===== config.mk =====
export PLATFORM = sky130hd
export DESIGN_NAME = cfg_autoload
export DESIGN_NICKNAME = d
export VERILOG_FILES = /design/src/rtl/cfg_autoload_pkg.sv /design/src/rtl/cfg_autoload_ctrl.sv /design/src/rtl/cfg_autoload_dp.sv /design/src/rtl/cfg_autoload.sv
export SDC_FILE = /design/constraint.sdc
export NUM_CORES = 1
export LEC_CHECK = 0
export ABC_AREA = 1
export BUFFER_PORTS_ARGS = -buffer_cell sky130_fd_sc_hd__buf_2
export CAP_MARGIN = 20
export CORE_UTILIZATION = 30
export CTS_CLUSTER_DIAMETER = 40
export DETAILED_ROUTE_END_ITERATION = 12
export HOLD_SLACK_MARGIN = 0.05
export PLACE_DENSITY = 0.46
export SLEW_MARGIN = 0
export SYNTH_ARGS = -nofsm -noshare
export SYNTH_HDL_FRONTEND = slang
export SYNTH_SLANG_ARGS = --single-unit

===== constraint.sdc =====
create_clock -name clk -period 4.63 [get_ports clk]
set_input_delay 0.463 -clock clk [delete_from_list [all_inputs] [get_ports clk]]
set_output_delay 0.463 -clock clk [all_outputs]
set_load 0.05 [all_outputs]

===== src/rtl/cfg_autoload_pkg.sv =====
package cfg_autoload_pkg;

  typedef enum logic [1:0] {
    ST_START,
    ST_IDLE,
    ST_READ
  } ldState_t;

  // strobes from control to datapath
  typedef struct packed {
    logic       wrByte;   // store rdData at byteIdx
    logic [3:0] byteIdx;  // EEPROM byte index being returned
    logic       defFull;  // apply the whole default image
    logic       defMac;   // apply the default MAC only
  } dpCtrl_t;

  localparam int IDX_W         = 4;
  localparam int MAC_BYTES     = 6;
  localparam int IDX_MAC_LO    = 1;
  localparam int IDX_FS        = IDX_MAC_LO + MAC_BYTES;
  localparam int IDX_HS        = IDX_FS + 1;
  localparam int IDX_FLAGS     = IDX_HS + 1;
  localparam int IDX_PWR       = IDX_FLAGS + 1;
  localparam int IDX_VID_LO    = IDX_PWR + 1;
  localparam int IDX_VID_HI    = IDX_VID_LO + 1;
  localparam int IDX_PID_LO    = IDX_VID_HI + 1;
  localparam int IDX_PID_HI    = IDX_PID_LO + 1;
  localparam int IDX_LAST_MAC  = IDX_MAC_LO + MAC_BYTES - 1;
  localparam int IDX_LAST_FULL = IDX_PID_HI;
  localparam int WAKE_BIT      = 2;

endpackage


===== src/rtl/cfg_autoload_ctrl.sv =====
module cfg_autoload_ctrl
  import cfg_autoload_pkg::*;
#(
  parameter int          ADDR_W = 8,
  parameter logic [7:0]  SIG    = 8'hA5
) (
  input  logic              clk,
  input  logic              rstN,
  input  logic              porReq,
  input  logic              pinReq,
  input  logic              swReq,
  input  logic              usbReq,
  input  logic              rdAck,
  input  logic [7:0]        rdData,
  output logic              rdReq,
  output logic [ADDR_W-1:0] rdAddr,
  output dpCtrl_t           dpCtrl,
  output logic              loadDone,
  output logic              cfgValid
);

  ldState_t          state;
  logic [IDX_W-1:0]  idx;
  logic              kindFull;
  logic              fullReq, anyReq, ackHit, sigOk, lastByte, finish;

  assign fullReq  = porReq | pinReq | swReq;
  assign anyReq   = fullReq | usbReq;
  // a request in the same cycle as an acknowledge wins; the byte is dropped
  assign ackHit   = (state == ST_READ) && rdAck && !anyReq;
  assign sigOk    = (rdData == SIG);
  assign lastByte = kindFull ? (idx == IDX_W'(IDX_LAST_FULL))
                             : (idx == IDX_W'(IDX_LAST_MAC));
  assign finish   = ackHit && ((idx == '0) ? !sigOk : lastByte);

  assign rdReq  = (state == ST_READ);
  assign rdAddr = {{(ADDR_W-IDX_W){1'b0}}, idx};

  always_comb begin
    dpCtrl.wrByte  = ackHit && (idx != '0);
    dpCtrl.byteIdx = idx;
    dpCtrl.defFull = ackHit && (idx == '0) && !sigOk && kindFull;
    dpCtrl.defMac  = ackHit && (idx == '0) && !sigOk && !kindFull;
  end

  always_ff @(posedge clk or negedge rstN) begin
    if (!rstN) begin
      state    <= ST_START;
      idx      <= '0;
      kindFull <= 1'b1;
      loadDone <= 1'b0;
      cfgValid <= 1'b0;
    end else begin
      loadDone <= 1'b0;
      if (anyReq) begin
        state    <= ST_READ;
        idx      <= '0;
        // an interrupted full load must stay full
        kindFull <= fullReq | ((state != ST_IDLE) & kindFull);
        cfgValid <= 1'b0;
      end else begin
        unique case (state)
          ST_START: begin
            state <= ST_READ;
            idx   <= '0;
          end
          ST_READ: begin
            if (finish) begin
              state    <= ST_IDLE;
              loadDone <= 1'b1;
              cfgValid <= 1'b1;
            end else if (ackHit) begin
              idx <= idx + 1'b1;
            end
          end
          default: ;
        endcase
      end
    end
  end

endmodule


===== src/rtl/cfg_autoload_dp.sv =====
module cfg_autoload_dp
  import cfg_autoload_pkg::*;
#(
  parameter logic [47:0] DEF_MAC   = 48'hFFFF_FFFF_FFFF,
  parameter logic [7:0]  DEF_FS    = 8'h01,
  parameter logic [7:0]  DEF_HS    = 8'h04,
  parameter logic [7:0]  DEF_FLAGS = 8'h04,
  parameter logic [7:0]  DEF_PWR   = 8'hFA,
  parameter logic [15:0] DEF_VID   = 16'h0424,
  parameter logic [15:0] DEF_PID   = 16'h9730
) (
  input  logic        clk,
  input  logic        rstN,
  input  dpCtrl_t     ctl,
  input  logic [7:0]  rdData,
  input  logic        wakeStrap,
  output logic [47:0] macAddr,
  output logic [7:0]  fsPoll,
  output logic [7:0]  hsPoll,
  output logic [7:0]  cfgFlags,
  output logic [7:0]  maxPower,
  output logic [15:0] vendorId,
  output logic [15:0] productId
);

  localparam logic [7:0] WAKE_MASK = 8'(1 << WAKE_BIT);

  logic [7:0] flagsDef;
  logic [7:0] macLane [MAC_BYTES];

  assign flagsDef = (DEF_FLAGS & ~WAKE_MASK) | (wakeStrap ? WAKE_MASK : 8'h00);

  for (genvar g = 0; g < MAC_BYTES; g++) begin : g_mac
    always_ff @(posedge clk or negedge rstN) begin
      if (!rstN)
        macLane[g] <= DEF_MAC[8*g +: 8];
      else if (ctl.defFull || ctl.defMac)
        macLane[g] <= DEF_MAC[8*g +: 8];
      else if (ctl.wrByte && (ctl.byteIdx == IDX_W'(IDX_MAC_LO + g)))
        macLane[g] <= rdData;
    end
    assign macAddr[8*g +: 8] = macLane[g];
  end

  always_ff @(posedge clk or negedge rstN) begin
    if (!rstN) begin
      fsPoll    <= DEF_FS;
      hsPoll    <= DEF_HS;
      cfgFlags  <= DEF_FLAGS;
      maxPower  <= DEF_PWR;
      vendorId  <= DEF_VID;
      productId <= DEF_PID;
    end else if (ctl.defFull) begin
      fsPoll    <= DEF_FS;
      hsPoll    <= DEF_HS;
      cfgFlags  <= flagsDef;
      maxPower  <= DEF_PWR;
      vendorId  <= DEF_VID;
      productId <= DEF_PID;
    end else if (ctl.wrByte) begin
      case (ctl.byteIdx)
        IDX_W'(IDX_FS):     fsPoll          <= rdData;
        IDX_W'(IDX_HS):     hsPoll          <= rdData;
        IDX_W'(IDX_FLAGS):  cfgFlags        <= rdData;
        IDX_W'(IDX_PWR):    maxPower        <= rdData;
        IDX_W'(IDX_VID_LO): vendorId[7:0]   <= rdData;
        IDX_W'(IDX_VID_HI): vendorId[15:8]  <= rdData;
        IDX_W'(IDX_PID_LO): productId[7:0]  <= rdData;
        IDX_W'(IDX_PID_HI): productId[15:8] <= rdData;
        default: ;
      endcase
    end
  end

endmodule


===== src/rtl/cfg_autoload.sv =====
module cfg_autoload
  import cfg_autoload_pkg::*;
#(
  parameter int          ADDR_W    = 8,
  parameter logic [7:0]  SIG       = 8'hA5,
  parameter logic [47:0] DEF_MAC   = 48'hFFFF_FFFF_FFFF,
  parameter logic [7:0]  DEF_FS    = 8'h01,
  parameter logic [7:0]  DEF_HS    = 8'h04,
  parameter logic [7:0]  DEF_FLAGS = 8'h04,
  parameter logic [7:0]  DEF_PWR   = 8'hFA,
  parameter logic [15:0] DEF_VID   = 16'h0424,
  parameter logic [15:0] DEF_PID   = 16'h9730
) (
  input  logic              clk,
  input  logic              rstN,
  input  logic              porReq,
  input  logic              pinReq,
  input  logic              swReq,
  input  logic              usbReq,
  input  logic              wakeStrap,
  output logic              rdReq,
  output logic [ADDR_W-1:0] rdAddr,
  input  logic              rdAck,
  input  logic [7:0]        rdData,
  output logic [47:0]       macAddr,
  output logic [7:0]        fsPoll,
  output logic [7:0]        hsPoll,
  output logic [7:0]        cfgFlags,
  output logic [7:0]        maxPower,
  output logic [15:0]       vendorId,
  output logic [15:0]       productId,
  output logic              loadDone,
  output logic              cfgValid
);

  dpCtrl_t dpCtrl;

  cfg_autoload_ctrl #(.ADDR_W(ADDR_W), .SIG(SIG)) u_ctrl (
    .clk(clk), .rstN(rstN),
    .porReq(porReq), .pinReq(pinReq), .swReq(swReq), .usbReq(usbReq),
    .rdAck(rdAck), .rdData(rdData),
    .rdReq(rdReq), .rdAddr(rdAddr),
    .dpCtrl(dpCtrl), .loadDone(loadDone), .cfgValid(cfgValid)
  );

  cfg_autoload_dp #(
    .DEF_MAC(DEF_MAC), .DEF_FS(DEF_FS), .DEF_HS(DEF_HS), .DEF_FLAGS(DEF_FLAGS),
    .DEF_PWR(DEF_PWR), .DEF_VID(DEF_VID), .DEF_PID(DEF_PID)
  ) u_dp (
    .clk(clk), .rstN(rstN), .ctl(dpCtrl), .rdData(rdData), .wakeStrap(wakeStrap),
    .macAddr(macAddr), .fsPoll(fsPoll), .hsPoll(hsPoll), .cfgFlags(cfgFlags),
    .maxPower(maxPower), .vendorId(vendorId), .productId(productId)
  );

endmodule


# After elaboration in Yosys (flattened, before gate mapping)
# Cells that the tools add are included.
# op_classes
bitwise_logic	5
order_cmp	0
reduce_logical	50
eq_ne	20
div_mod_pow	0
mux	48
n_shift	0
n_mul	0
addsub	1
# op_table
cell	count
8-bit two-way mux	28
16-bit two-way mux	4
2-bit nonzero test	17
4-bit == test, second input constant	7
2-bit AND reduction	10
4-bit by 3-bit == test with 1-bit output, second input constant	4
1-bit logical AND	14
4-bit two-way mux	3
4-bit by 2-bit == test with 1-bit output, second input constant	2
8-bit == test, second input constant	1
1-bit two-way mux	8
4-bit case mux with 2 select lines	1
3-bit by 1-bit inequality test with 1-bit output, second input constant	2
4-bit by 1-bit adder with 4-bit output, second input constant	1
4-bit by 1-bit == test with 1-bit output, second input constant	1
4-bit logical NOT	1
2-bit two-way mux	2
1-bit bitwise OR	4
2-bit case mux with 2 select lines	1
4-bit nonzero test	1
1-bit logical NOT	3
3-bit two-way mux	1
3-bit by 2-bit inequality test with 1-bit output, second input constant	1
3-bit AND reduction	1
6 further kinds	6
# totals
inputBits	16
mem_bits_ro	0
latch_bits	0
reg_bits	121
memories	0
ramBits	0

# Depth between registers and ports, before layout
# depth
word_depth	10
depth_mapped	10

# Cells and area by module
# A second synthesis with hierarchy kept.
# unflattened
hier_cells	647
hier_area_um2	5486.5
# by_module_without_submodules
mod	cells_per_inst	seq_area_each_um2	instances	area_each_um2
cfg_autoload_dp	554	2886.5	1	4794.6
cfg_autoload_ctrl	93	226.5	1	691.9

# Least setup slack after synthesis
# No wires, ideal clock.
# synth_timing
path_type	register to register
from	reg u_ctrl.idx[0]
to	reg u_dp.vendorId[11]
n_path_buf	2
arrival_time_ps	1941
synth_period_minus_slack_ps	2064
t_required_ps	4506
path_stages_with_launch	10
slack_ps	2566
cell_sequence	dfrtp_1 > inv_1 > ha_1 > nand2_8 > inv_4 > nand4_2 > buf_4 > buf_4 > nand3_1 > o21ai_1
# synth_between
elab_chain_len	6
# synth_rtl
item	line	source
from (decl)	cfg_autoload_ctrl.sv:23	logic [IDX_W-1:0] idx;
from (signal assigned)	cfg_autoload_ctrl.sv:73	idx <= idx + 1'b1;
4-bit logical NOT	cfg_autoload_ctrl.sv:42	dpCtrl.defFull = ackHit && (idx == '0) && !sigOk && kindFull;
1-bit logical AND (3 in a row)	cfg_autoload_ctrl.sv:42	
2-bit nonzero test (no line)	--	
2-bit AND reduction (no line)	--	
to (signal assigned)	cfg_autoload_dp.sv:67	IDX_W'(IDX_VID_HI): vendorId[15:8] <= rdData;
to (decl)	cfg_autoload_dp.sv:22	output logic [15:0] vendorId,
# Parallel ways exist; a longest one is shown, timed or not.
# A chain may end at the register's enable or synchronous reset.

# Worst setup path after layout
# layout_timing
from	reg u_ctrl.idx[0]
to	reg u_dp.hsPoll[1]
# layout_between
elab_chain_len	6
# layout_rtl
item	line	source
4-bit logical NOT	cfg_autoload_ctrl.sv:42	
1-bit logical AND (3 in a row)	cfg_autoload_ctrl.sv:42	
2-bit nonzero test (no line)	--	
2-bit AND reduction (no line)	--	
to (signal assigned)	cfg_autoload_dp.sv:63	IDX_W'(IDX_HS): hsPoll <= rdData;
to (decl)	cfg_autoload_dp.sv:19	output logic [7:0] hsPoll,
# Parallel ways exist; a longest one is shown, timed or not.

==> impl_metrics.env <==
export IMPL_ir_drop_v=0.000240
export IMPL_yosys_area_share_xor_xnor_pct=0.157
export IMPL_busiest_layer="met2"
export IMPL_cts_tree="done"
export IMPL_setup_viol_count_final=0
export IMPL_hold_slack_ns=0.123
export IMPL_start_util_pct=30.9
export IMPL_use_met2_pct=27.7
export IMPL_crit_end="u_dp.hsPoll[1]$_DFFE_PN0P_"
export IMPL_cts_buffers=17
export IMPL_cts_root_buffer="clkbuf_16"
export IMPL_synth_compound_area_share_pct=9.52
export IMPL_dieArea_sq_mm=0.0192
export IMPL_grt_max_degree=62
export IMPL_clock_latency_ns=0.42
export IMPL_drc=20
export IMPL_rr_worst_depth=7
export IMPL_finalClockSkew_ns=0.0109
export IMPL_met3_usage_pct=3.57
export IMPL_grt_remaining_overflow=0
export IMPL_netlist_area_sq_mm=0.00559
export IMPL_r2r_start="u_ctrl.idx[0]$_DFFE_PN0P_"
export IMPL_yosysSeqAreaShare_pct=55.7
export IMPL_layout_common_cells="buf_2, nand2_1, inv_1"
export IMPL_via_per_inst=4.67
export IMPL_die_y_um=138
export IMPL_yosys_warnings=0
export IMPL_first_global_vias=4490
export IMPL_first_pass_iters=8
export IMPL_wl_mm=15.9
export IMPL_tightest_slew_ns=0.877
export IMPL_critical_path_required_ns=4.90
export IMPL_rsz0062_at_grt="no"
export IMPL_postCtsResizedCells=0
export IMPL_layout_drive_gt1_share_pct=36.9
export IMPL_fmax_ghz=0.361
export IMPL_drv_cap=0
export IMPL_report_final_slew_viol_count=0
export IMPL_gp_congestion=0.788
export IMPL_hp_class="primary input to asynchronous set/reset pin"
export IMPL_synth_area_mux_share_pct=0
export IMPL_crit_path_max_fanout=61
export IMPL_final_common_cell="buf_2"
export IMPL_final_hold_viol_count=0
export IMPL_areaGrowthSynthToFinish_pct=25.7
export IMPL_synth_top_family_by_area="simple AND/OR/NAND/NOR gates"
export IMPL_synth_adder_area_share_pct=0.896
export IMPL_slew_headroom_pct=41.4
export IMPL_fin_nets=750
export IMPL_fin_tns_setup_ns=0
export IMPL_wl_per_cell_um=16.3
export IMPL_num_antenna_cells=0
export IMPL_dp_hpwl_mm=11.4
export IMPL_grt_use_met1_pct=22.9
export IMPL_fp_row_count=49
export IMPL_cp_end_kind="flip-flop"
export IMPL_status="complete, but fails checks"
export IMPL_cp_startpoint="u_ctrl.idx[0]$_DFFE_PN0P_"
export IMPL_core_area_sq_mm=0.0181
export IMPL_htreeDepth=4
export IMPL_port_buffers=134
export IMPL_antenna_found_initial=0
export IMPL_cts_hold_fix_buffers=0
export IMPL_vias=4539
export IMPL_ios=139
export IMPL_start_kind="flip-flop"
export IMPL_cts_sinks=121
export IMPL_synthCells=596
export IMPL_syn_avg_cell_area_sq_um=9.37
export IMPL_synth_ff_latch_count=121
export IMPL_clk_pin_slew_ns=0.06
export IMPL_synthSimpleGateAreaFrac_pct=25.3
export IMPL_path_class="flip-flop to flip-flop"
export IMPL_dr_first_iter_drc_count=216
export IMPL_cts_setup_buffers=0
export IMPL_die_w_um=138
export IMPL_cts_path_max_buffers=2
export IMPL_p_leak_nw=3.48
export IMPL_cellPowerDensity_mw_per_mm2=522
export IMPL_arrival_ns=3.04
export IMPL_track_usage_pct=17.2
export IMPL_violations="DRC"
export IMPL_reg2reg_slack_ns=1.86
export IMPL_layout_min_cycle_time_ns=2.77
export IMPL_grt_pass1_wl_mm=25.5
export IMPL_ant_nets=0
export IMPL_synth_cell_types=34
export IMPL_finalCritPeriodShare_pct=59.8
export IMPL_worstReg2RegEnd="u_dp.hsPoll[1]$_DFFE_PN0P_"
power by group:
part           switching, mW  internal [mW]  leakage (nW)  total [mW]
Combinational          0.769          0.193          1.75       0.961
Clock                  0.540          0.760         0.278        1.30
Sequential            0.0860           1.32          1.45        1.40
Total                   1.39           2.27          3.48        3.66
per-stage QoR:
| step | area, sq um | util, % | cells | power, mW | worst slack, ns |
|---|---|---|---|---|---|
| finish | 7020 | 38.8 | 972 | 3.66 | 1.86 |
| global route | 7020 | 38.8 | 972 | 3.82 | 1.62 |
| CTS | 7020 | 38.8 | 972 | 3.71 | 1.89 |
| detailed placement | 6440 | 35.6 | 940 | 2.39 | 1.79 |
| global placement | 6440 | 35.6 | 940 | 2.38 | 1.81 |
| floorplan | 5600 | - | 599 | 2.15 | 2.57 |
sequential cells by signal (all words and copies together), names as in the netlist:
signal,count
u_dp.fsPoll,8
u_dp.vendorId,16
u_ctrl.cfgValid,1
u_dp.productId,16
u_ctrl.loadDone,1
u_ctrl.idx,4
u_dp.hsPoll,8
u_ctrl.kindFull,1
u_dp.macAddr,48
u_dp.cfgFlags,8
u_dp.maxPower,8
u_ctrl.state,2
synth_stat cells (all sizes together):
| library cell | number | area share [%] |
|---|---|---|
| inv | 82 | 5.6 |
| dfrtp | 53 | 24 |
| nand2 | 120 | 9.7 |
| buf | 22 | 2.5 |
| nor4 | 1 | 0.11 |
| xor2 | 1 | 0.16 |
| conb | 1 | 0.067 |
| clkbuf | 4 | 0.27 |
| a21oi | 1 | 0.090 |
| nand4 | 7 | 1.7 |
| nor2 | 43 | 3.7 |
| o21ai | 94 | 9.4 |
| nand3 | 76 | 7.6 |
| nor3 | 3 | 0.27 |
| dfstp | 68 | 32 |
| ha | 4 | 0.90 |
| nand3b | 16 | 2.2 |
layout make-up:
| type | count | area (sq um) |
|---|---|---|
| fillers | 1828 | 11100 |
| flip-flops and latches | 121 | 3110 |
| multi-input cells | 370 | 2030 |
| repair buffers | 138 | 703 |
| clock buffers | 17 | 425 |
| inverters | 82 | 310 |
| well taps | 229 | 287 |
| clock inverters | 15 | 156 |
critical path: stages, from the launching register on:
cell     delay, ns
dfrtp_1       0.46
inv_1         0.11
ha_1          0.36
nand2_8       0.15
inv_4         0.11
nand4_4       0.67
nand2_1       0.59
o21ai_0       0.14
kinds of logic after synthesis:
family	count (synthesis)
simple gates	266
flops	121
buf+inv	108
compound gates	95
fa+ha+maj	4
xor+xnor	1
other cells	1
worst min-delay path by stage:
stage | cells past startpoint | end | slack (ns) | startpoint
after floorplan | 0 | u_ctrl.cfgValid$_DFFE_PN0P_ | 0.17 | rstN
after global placement | 2 | u_dp.macAddr[3]$_DFFE_PN1P_ | 0.46 | u_dp.macAddr[3]$_DFFE_PN1P_
after detailed placement | 2 | u_dp.macAddr[19]$_DFFE_PN1P_ | 0.46 | u_dp.macAddr[19]$_DFFE_PN1P_
after CTS | 1 | u_dp.hsPoll[6]$_DFFE_PN0P_ | 0.13 | rstN
after global routing | 1 | u_dp.vendorId[14]$_DFFE_PN0P_ | 0.15 | rstN
final | 1 | u_dp.productId[11]$_DFFE_PN0P_ | 0.12 | rstN
per-layer routing:
| metal | share of wire (%) | up-vias | wire length [um] |
|---|---|---|---|
| li1 | - | 2186 | - |
| met1 | 47 | 2203 | 7450 |
| met2 | 46 | 130 | 7370 |
| met3 | 5.0 | 20 | 790 |
| met4 | 1.5 | 0 | 243 |
| met5 | 0 | - | 0 |
(Power assumes the default switching activity.)
